<file path="src/rtl/wdt_pkg.sv">
package wdt_pkg;

  // Reset pulse generator states
  typedef enum logic {
    PS_IDLE = 1'b0,
    PS_HOLD = 1'b1
  } pulse_state_e;

  // Width needed to hold values 0..n-1, never below one bit
  function automatic int cnt_width(input int n);
    return (n > 1) ? $clog2(n) : 1;
  endfunction

endpackage

</file>
<file path="src/rtl/wdt_clear_decode.sv">
module wdt_clear_decode #(
  parameter int          ADDR_W   = 16,
  parameter int          DATA_W   = 8,
  parameter logic [15:0] CLR_ADDR = 16'h07F0
) (
  input  logic              wr_en_i,
  input  logic [ADDR_W-1:0] wr_addr_i,
  input  logic [DATA_W-1:0] wr_data_i,
  output logic              clear_o
);

  logic addr_hit;
  logic data_unused;

  // Only bit 0 of the data carries meaning
  assign data_unused = ^wr_data_i[DATA_W-1:1];
  assign addr_hit    = (wr_addr_i == ADDR_W'(CLR_ADDR));
  assign clear_o     = wr_en_i & addr_hit & ~wr_data_i[0];

endmodule

</file>
<file path="src/rtl/wdt_stage_chain.sv">
module wdt_stage_chain #(
  parameter int STAGES = 3
) (
  input  logic              clk,
  input  logic              rst_n,
  input  logic              tick_i,
  input  logic              clear_i,
  output logic [STAGES-1:0] count_o,
  output logic              carry_o
);

  localparam int CW = STAGES;

  logic [STAGES-1:0] stage_q;
  logic [STAGES-1:0] stage_d;
  logic [STAGES:0]   carry;

  // Ripple enable through toggle stages; the clear has priority over the tick
  assign carry[0] = tick_i & ~clear_i;

  for (genvar i = 0; i < STAGES; i++) begin : g_stage
    assign carry[i+1] = carry[i] & stage_q[i];
    always_comb begin
      if (clear_i) stage_d[i] = 1'b0;
      else         stage_d[i] = stage_q[i] ^ carry[i];
    end
  end

  always_ff @(posedge clk or negedge rst_n) begin
    if (!rst_n) stage_q <= '0;
    else        stage_q <= stage_d;
  end

  assign count_o = stage_q;
  assign carry_o = carry[STAGES];

  p_advance_r1: assert property (@(posedge clk) disable iff (!rst_n)
    (tick_i && !clear_i) |=> (count_o == CW'($past(count_o) + 1'b1)));

  p_hold_idle_r1: assert property (@(posedge clk) disable iff (!rst_n)
    (!tick_i && !clear_i) |=> $stable(count_o));

  p_clear_zero_r3: assert property (@(posedge clk) disable iff (!rst_n)
    clear_i |=> (count_o == '0));

  p_clear_wins_r5: assert property (@(posedge clk) disable iff (!rst_n)
    (clear_i && tick_i) |=> (count_o == '0));

endmodule

</file>
<file path="src/rtl/wdt_reset_pulse.sv">
module wdt_reset_pulse
  import wdt_pkg::*;
#(
  parameter int PULSE_CYC = 4
) (
  input  logic clk,
  input  logic rst_n,
  input  logic fire_i,
  output logic rst_o
);

  localparam int CNT_W = cnt_width(PULSE_CYC);

  pulse_state_e     state_q, state_d;
  logic [CNT_W-1:0] remain_q, remain_d;

  always_comb begin
    state_d  = state_q;
    remain_d = remain_q;
    unique case (state_q)
      PS_IDLE: begin
        if (fire_i) begin
          state_d  = PS_HOLD;
          remain_d = CNT_W'(PULSE_CYC - 1);
        end
      end
      PS_HOLD: begin
        if (fire_i) begin
          remain_d = CNT_W'(PULSE_CYC - 1);
        end else if (remain_q == '0) begin
          state_d = PS_IDLE;
        end else begin
          remain_d = remain_q - 1'b1;
        end
      end
      default: state_d = PS_IDLE;
    endcase
  end

  always_ff @(posedge clk or negedge rst_n) begin
    if (!rst_n) begin
      state_q  <= PS_IDLE;
      remain_q <= '0;
    end else begin
      state_q  <= state_d;
      remain_q <= remain_d;
    end
  end

  assign rst_o = (state_q == PS_HOLD);

  // Checker: length of the current high run of rst_o
  logic [CNT_W:0] hi_run_q;
  always_ff @(posedge clk or negedge rst_n) begin
    if (!rst_n)     hi_run_q <= '0;
    else if (rst_o) hi_run_q <= hi_run_q + 1'b1;
    else            hi_run_q <= '0;
  end

  p_pulse_start_r2: assert property (@(posedge clk) disable iff (!rst_n)
    fire_i |=> rst_o);

  p_pulse_len_r7: assert property (@(posedge clk) disable iff (!rst_n)
    $fell(rst_o) |-> ($past(hi_run_q) == (CNT_W+1)'(PULSE_CYC - 1)));

  p_pulse_max_r7: assert property (@(posedge clk) disable iff (!rst_n)
    rst_o |-> (hi_run_q < (CNT_W+1)'(PULSE_CYC)));

endmodule

</file>
<file path="src/rtl/tick_watchdog.sv">
module tick_watchdog #(
  parameter int          ADDR_W    = 16,
  parameter int          DATA_W    = 8,
  parameter logic [15:0] CLR_ADDR  = 16'h07F0,
  parameter int          STAGES    = 3,
  parameter int          PULSE_CYC = 4
) (
  input  logic              clk,
  input  logic              rst_n,
  input  logic              tick_i,
  input  logic              wr_en_i,
  input  logic [ADDR_W-1:0] wr_addr_i,
  input  logic [DATA_W-1:0] wr_data_i,
  input  logic              prog_mode_i,
  output logic              wdt_rst_o,
  output logic              wdt_cause_o
);

  logic              clear;
  logic              carry;
  logic              fire;
  logic [STAGES-1:0] count;
  logic              cause_q, cause_d;

  wdt_clear_decode #(
    .ADDR_W  (ADDR_W),
    .DATA_W  (DATA_W),
    .CLR_ADDR(CLR_ADDR)
  ) i_decode (
    .wr_en_i  (wr_en_i),
    .wr_addr_i(wr_addr_i),
    .wr_data_i(wr_data_i),
    .clear_o  (clear)
  );

  wdt_stage_chain #(
    .STAGES(STAGES)
  ) i_chain (
    .clk    (clk),
    .rst_n  (rst_n),
    .tick_i (tick_i),
    .clear_i(clear),
    .count_o(count),
    .carry_o(carry)
  );

  // Timeout leads to a reset request only outside programming mode
  assign fire = carry & ~prog_mode_i;

  wdt_reset_pulse #(
    .PULSE_CYC(PULSE_CYC)
  ) i_pulse (
    .clk   (clk),
    .rst_n (rst_n),
    .fire_i(fire),
    .rst_o (wdt_rst_o)
  );

  always_comb begin
    cause_d = cause_q;
    if (fire) cause_d = 1'b1;
  end

  always_ff @(posedge clk or negedge rst_n) begin
    if (!rst_n) cause_q <= 1'b0;
    else        cause_q <= cause_d;
  end

  assign wdt_cause_o = cause_q;

  p_prog_block_r6: assert property (@(posedge clk) disable iff (!rst_n)
    $rose(wdt_rst_o) |-> !$past(prog_mode_i));

  p_wrap_zero_r7: assert property (@(posedge clk) disable iff (!rst_n)
    $rose(wdt_rst_o) |-> (count == '0));

  p_cause_sticky_r8: assert property (@(posedge clk) disable iff (!rst_n)
    wdt_cause_o |=> wdt_cause_o);

  p_cause_with_rst_r8: assert property (@(posedge clk) disable iff (!rst_n)
    wdt_rst_o |-> wdt_cause_o);

  p_reset_state_r9: assert property (@(posedge clk)
    !rst_n |-> (!wdt_rst_o && !wdt_cause_o && (count == '0)));

endmodule

</file>
<file path="config.mk">
export PLATFORM = sky130hd
export DESIGN_NAME = tick_watchdog
export DESIGN_NICKNAME = d
export VERILOG_FILES = /design/src/rtl/wdt_pkg.sv /design/src/rtl/wdt_clear_decode.sv /design/src/rtl/wdt_stage_chain.sv /design/src/rtl/wdt_reset_pulse.sv /design/src/rtl/tick_watchdog.sv
export SDC_FILE = /design/constraint.sdc
export NUM_CORES = 1
export LEC_CHECK = 0
export ABC_AREA = 0
export CAP_MARGIN = 10
export CORE_AREA = 2 2 39 41
export CTS_BUF_LIST = sky130_fd_sc_hd__clkbuf_16
export CTS_CLUSTER_DIAMETER = 30
export DETAILED_ROUTE_END_ITERATION = 7
export DIE_AREA = 0 0 41 43
export DONT_BUFFER_PORTS = 1
export GPL_ROUTABILITY_DRIVEN = 0
export PLACE_DENSITY = 0.46
export SYNTH_ARGS = -nofsm -noshare
export SYNTH_HDL_FRONTEND = slang
export SYNTH_SLANG_ARGS = --single-unit
</file>
<file path="constraint.sdc">
create_clock -name clk -period 1.7 [get_ports clk]
set_input_delay 0.255 -clock clk [delete_from_list [all_inputs] [get_ports clk]]
set_output_delay 0.255 -clock clk [all_outputs]
set_load 0.05 [all_outputs]
</file>
Yosys cells after proc, flatten, opt, wreduce, memory -nomap -nowiden
Index checks and enable logic that the tools add are counted.
Storage, ports and cells
  register bits after elaboration: 7
  word-level logic and storage cells: 35
Cells by class
  reduce and logical (&&, ||, !) cells: 2
  bitwise operators: 14
  mux-type cells: 11
  $add $sub $neg: 1
  equal/unequal tests: 3
Operator list (count)
  $eq 16x11->1 const B: 1
  $and 1x1->1: 7
  $mux 1: 6
  $mux 2: 3
  $not 1->1: 4
  $pmux 2 s2: 1
  $ne 3x3->1 const B: 1
  $xor 1x1->1: 3
  $logic_not 2->1: 1
  $ne 2x2->1 const B: 1
  $pmux 1 s2: 1
  $reduce_and 2->1: 1
  $sub 2x1->2 const B: 1

Longest topological paths before layout
  depth after elaboration: 11
  depth in mapped cells: 8
  mapped depth without buffers: 8

By module
Synthesis repeated with hierarchy kept, for this count alone.
Second synthesis, totals
  cells, all modules: 33
  area total of the unflattened synthesis: 397.9 sq um
By module, submodules not included
  wdt_reset_pulse: instances 1, sequential area each 75.1 sq um, area each 152.6 sq um, cells an instance 14
  wdt_stage_chain: instances 1, sequential area each 75.1 sq um, area each 137.6 sq um, cells an instance 10
  wdt_clear_decode: instances 1, sequential area each 0.0 sq um, area each 62.6 sq um, cells an instance 6
  tick_watchdog: instances 1, sequential area each 25.0 sq um, area each 45.0 sq um, cells an instance 3

Worst setup path after synthesis
No wires, ideal clock.
  path type: input to register
  start: in wr_addr_i[14]
  end: reg i_chain.stage_q[2] (netlist: i_chain.count_o[2])
  setup slack: 51 ps
  data arrival time: 1510 ps
  stages: 7
  library setup time: 139 ps
  path buffers: 0
  path through: nor4b_2 > and3_1 > a21boi_1 > ha_1 > ha_1 > ha_1 > a21boi_1
Between the ends
  longest elaborated chain between the ends: 9
RTL lines
  start, declared: line tick_watchdog.sv:12  | input logic [ADDR_W-1:0] wr_addr_i,
  $eq 16x11->1 (*): line wdt_clear_decode.sv:17  | assign addr_hit = (wr_addr_i == ADDR_W'(CLR_ADDR));
  $and 1x1->1 (*) (2 in a row): line wdt_clear_decode.sv:18  | assign clear_o = wr_en_i & addr_hit & ~wr_data_i[0];
  $not 1->1: line wdt_stage_chain.sv:19  | assign carry[0] = tick_i & ~clear_i;
  $and 1x1->1: line wdt_stage_chain.sv:19
  $and 1x1->1 (2 in a row): line wdt_stage_chain.sv:22  | assign carry[i+1] = carry[i] & stage_q[i];
  $xor 1x1->1: line wdt_stage_chain.sv:25  | else stage_d[i] = stage_q[i] ^ carry[i];
  $mux 1 (*): line wdt_stage_chain.sv:24  | if (clear_i) stage_d[i] = 1'b0;
  named net i_chain.stage_d[2]: line wdt_stage_chain.sv:15  | logic [STAGES-1:0] stage_d;
  end signal, assigned: line wdt_stage_chain.sv:31  | else stage_q <= stage_d;
  end, declared: line wdt_stage_chain.sv:14  | logic [STAGES-1:0] stage_q;
Mark *: on every way through the listed nets, which the timed path passes. The rest lies on a longest branch.
A chain may end at the register's enable or synchronous reset.

Worst setup path in the final report
  start: in wr_addr_i[13]
  end: reg i_pulse.remain_q[1]
Between the ends
  longest elaborated chain between the ends: 11
RTL lines
  $eq 16x11->1 (*): line wdt_clear_decode.sv:17
  $and 1x1->1 (*) (2 in a row): line wdt_clear_decode.sv:18
  $not 1->1 (*): line wdt_stage_chain.sv:19
  $and 1x1->1 (*): line wdt_stage_chain.sv:19
  $and 1x1->1 (*) (3 in a row): line wdt_stage_chain.sv:22
  $and 1x1->1 (*): line tick_watchdog.sv:48  | assign fire = carry & ~prog_mode_i;
  $mux 2 (tied with other cells): line wdt_reset_pulse.sv:28  | if (fire_i) begin
  $pmux 2 s2 or $reduce_and 2->1 (tied branches)
  end signal, assigned: line wdt_reset_pulse.sv:46  | remain_q <= remain_d;
  end, declared: line wdt_reset_pulse.sv:15  | logic [CNT_W-1:0] remain_q, remain_d;
Mark *: on every way between the ends. The rest lies on a longest branch, timed or not.

==> run_results.csv <==
group,metric,value,unit
status,status,"complete, no violations",
sta,rsz0062_at_grt,"false",
die,fp.dieW,41,microns
critical_path,worstReg2RegStart,"i_chain.count_o[0]",
place,dp_hpwl,580,microns
logic_synthesis,synth_area_per_cell,11.8,sq um
critical_path,worst_path_max_delay_cell,"nor4bb_1",
critical_path,timing_worst_setup_path_type,"input pin to flop",
critical_path,reg2reg_to,"i_pulse.remain_q[1]",
power_and_ir_drop,powerDensity,1880,mW/mm^2
logic_synthesis,ys_warn_count,0,
logic_synthesis,yosys.area.top_type,"dfrtp_1",
logic_synthesis,syn_inst,31,
power_and_ir_drop,p_clk_share,41.8,%
critical_path,start_kind,"input pin",
finish,layout.cells.non_filler,55,
sta,fin_skew,0.00189,ns
critical_path,crit_buf_inv,0,
critical_path,cpLargestDelayFamily,"simple AND/OR/NAND/NOR gates",
critical_path,crit_fanout,4,
power_and_ir_drop,ir_drop,0.708,mV
power_and_ir_drop,totalPowerFinal,0.934,mW
route,drt_pass1_iterations,2,
min_path,worstHoldStart,"prog_mode_i",
finish,syn_to_final_growth,35.8,%
sta,setup_viol,0,
critical_path,required,1.79,ns
flow_run,maxCapViolations,0,
cts,clk-insertion-delay-late,0.23,ns
sta,slew_headroom,68.3,%
route,drc,0,
die,core,0.00138,sq mm
sta,worstMarginPinSlew,0.476,ns
finish,drive_gt1_share,20.5,%
place,dp.cells,50,
logic_synthesis,ys_types,13,
finish,antenna_cells,0,
die,initial_core_util,26.5,%
sta,drv_slew,0,
critical_path,ff2ff_path_depth,5,
cts,cts_buffers,3,
grt,antenna_found_initial,0,
logic_synthesis,synthTopCellsByArea,"dfrtp_1, ha_1, a21boi_1",
sta,fin_crit,1.52,ns
cts,clk_pin_slew,0.04,ns
die,die_h,43,microns
power_and_ir_drop,p_sw,0.273,mW
critical_path,path_common_cell,"ha_1",
grt,overflow,0,
power_and_ir_drop,p_int,0.662,mW
route,drt-initial-drc-count,3,
critical_path,end_kind,"flop",
logic_synthesis,synth.net_count,64,
power_and_ir_drop,p_seq_share,33.5,%
critical_path,rrSetupSlack,0.41,ns
grt,grt_start_max_net_pins,8,
power_and_ir_drop,swShare,29.2,%
finish,final_nets,73,
sta,fin_crit_sh,89.6,%
critical_path,path_cells,"nor4bb_1, and3_1, a21boi_1, ha_1, ha_1, ha_1, nand2b_1, o211ai_1",
route,wl,758,microns
critical_path,cpPeakStageDelay,0.27,ns
power_and_ir_drop,leakage,0.239,nW
route,route.vias.total,259,
logic_synthesis,syn_area,367,sq um
power_and_ir_drop,p_comb_share,24.7,%
cts,htree_levels,1,
cts,cts_tree,"built",
route,ant_nets,0,
place,io_buffers,0,
finish,fillers,143,
die,rows,14,
critical_path,arrival,1.62,ns
grt,track_usage,11.3,%
die,dieArea,0.00176,sq mm
logic_synthesis,seq_area_frac_synth,47.8,%
route,wire_per_inst,13.8,microns
min_path,min_path_cells,2,
die,ioPinCount,31,
logic_synthesis,yosys.area.top_type_share,47.8,%
sta,fmax,0.657,GHz
grt,grt_pass1_vias,305,
min_path,hp-class,"input pin to flop",
cts,clockBufferDepth,2,
cts,cts-root-buf,"clkbuf_16",
cts,clock_sinks,7,
sta,hold_viol,0,
min_path,holdPathEnd,"i_pulse.remain_q[0]",
route,vias_per_cell,4.71,
logic_synthesis,ys_ff_latch,7,
grt,grt_pass1_wl,1.28,mm
[worst max-delay path by stage]
stage / from / cells after the start / slack (ns) / end
floorplan: wr_addr_i[14] / 7 / 0.05 / i_chain.count_o[2]
global placement: wr_addr_i[13] / 8 / 0.006 / i_pulse.remain_q[1]
detailed placement: wr_addr_i[13] / 8 / -0.07 / i_pulse.remain_q[1]
CTS: wr_addr_i[13] / 8 / 0.13 / i_pulse.remain_q[1]
global route: wr_addr_i[13] / 8 / 0.02 / i_pulse.remain_q[1]
finish: wr_addr_i[13] / 8 / 0.18 / i_pulse.remain_q[1]
[layer usage]
metal / global-route usage (%) / vias up / wire length, microns
li1: - / 127 / -
met5: 0 / - / 0
met4: 4.00 / 0 / 0
met1: 9.84 / 125 / 250
met3: 4.71 / 0 / 33
met2: 20.9 / 7 / 475
[Yosys cell counts, drive strengths merged]
master  count
nor4b       2
nor4bb      1
nand2b      3
o211ai      1
and3        1
nor3        1
dfrtp       7
nand4       1
ha          4
nand2       3
a21boi      4
inv         2
xnor2       1
[layout make-up]
type	count	area, sq um	share of cell area (%)
Clock buffer	3	75.1	15.1
Clock inverter	1	3.75	0.754
Inverter	2	7.51	1.51
Multi-Input combinational cell	22	184	36.9
Sequential cell	7	175	35.2
Tap cell	16	20.0	4.02
Timing Repair Buffer	4	32.5	6.53
[cell usage in the layout (no fill, tap or decap), types with 2 or more instances in the layout]
cell type  count
a21boi_1       4
buf_4          3
clkbuf_16      3
dfrtp_1        7
ha_1           4
inv_1          3
nand2_1        3
nand2b_1       3
nor4b_2        2
[per-stage QoR]
stage	setup slack (ns)	area [sq um]	util, %	hold slack (ns)	setup TNS (ns)
4_1_cts	0.132	498	36.0	0.272	0
3_5_place_dp	-0.0657	409	29.6	-0.0404	-0.163
2_1_floorplan	0.0509	367	-	-0.0406	0
3_3_place_gp	0.00554	409	29.6	-0.0405	0
5_1_grt	0.0211	498	36.0	0.318	0
6_report	0.177	498	36.0	0.277	0
[cells by family (layout without fill, tap and decap cells)]
kind of cell               Yosys count  in the layout  synth area share (%)
xor gates and xnor gates             1              1                  2.39
DFF                                  7              7                  47.8
and+or+nand+nor                     12             12                  23.9
adders and majority gates            4              4                  13.7
buffers and inverters                2             10                  2.05
AOI/OAI and AO/OA                    5              5                  10.2
[power groups by stage]
stage	registers (mW)	logic [mW]	clock network, mW
2_1_floorplan	0.332	0.148	0
3_3_place_gp	0.311	0.201	0
3_5_place_dp	0.315	0.219	0
4_1_cts	0.314	0.238	0.401
5_1_grt	0.321	0.269	0.415
6_report	0.313	0.231	0.391
[flip-flops by register name, indices dropped and copies added (netlist names)]
name / count
i_chain.count_o: 3
i_pulse.remain_q: 2
i_pulse.rst_o: 1
wdt_cause_o: 1
[timing repair]
item                      4_1_cts  5_1_grt
setup buffers                   0        0
resized for setup               0        0
hold endpoints to repair        7        0
hold buffers                    1        0
Power figures use the tool's default switching activity.
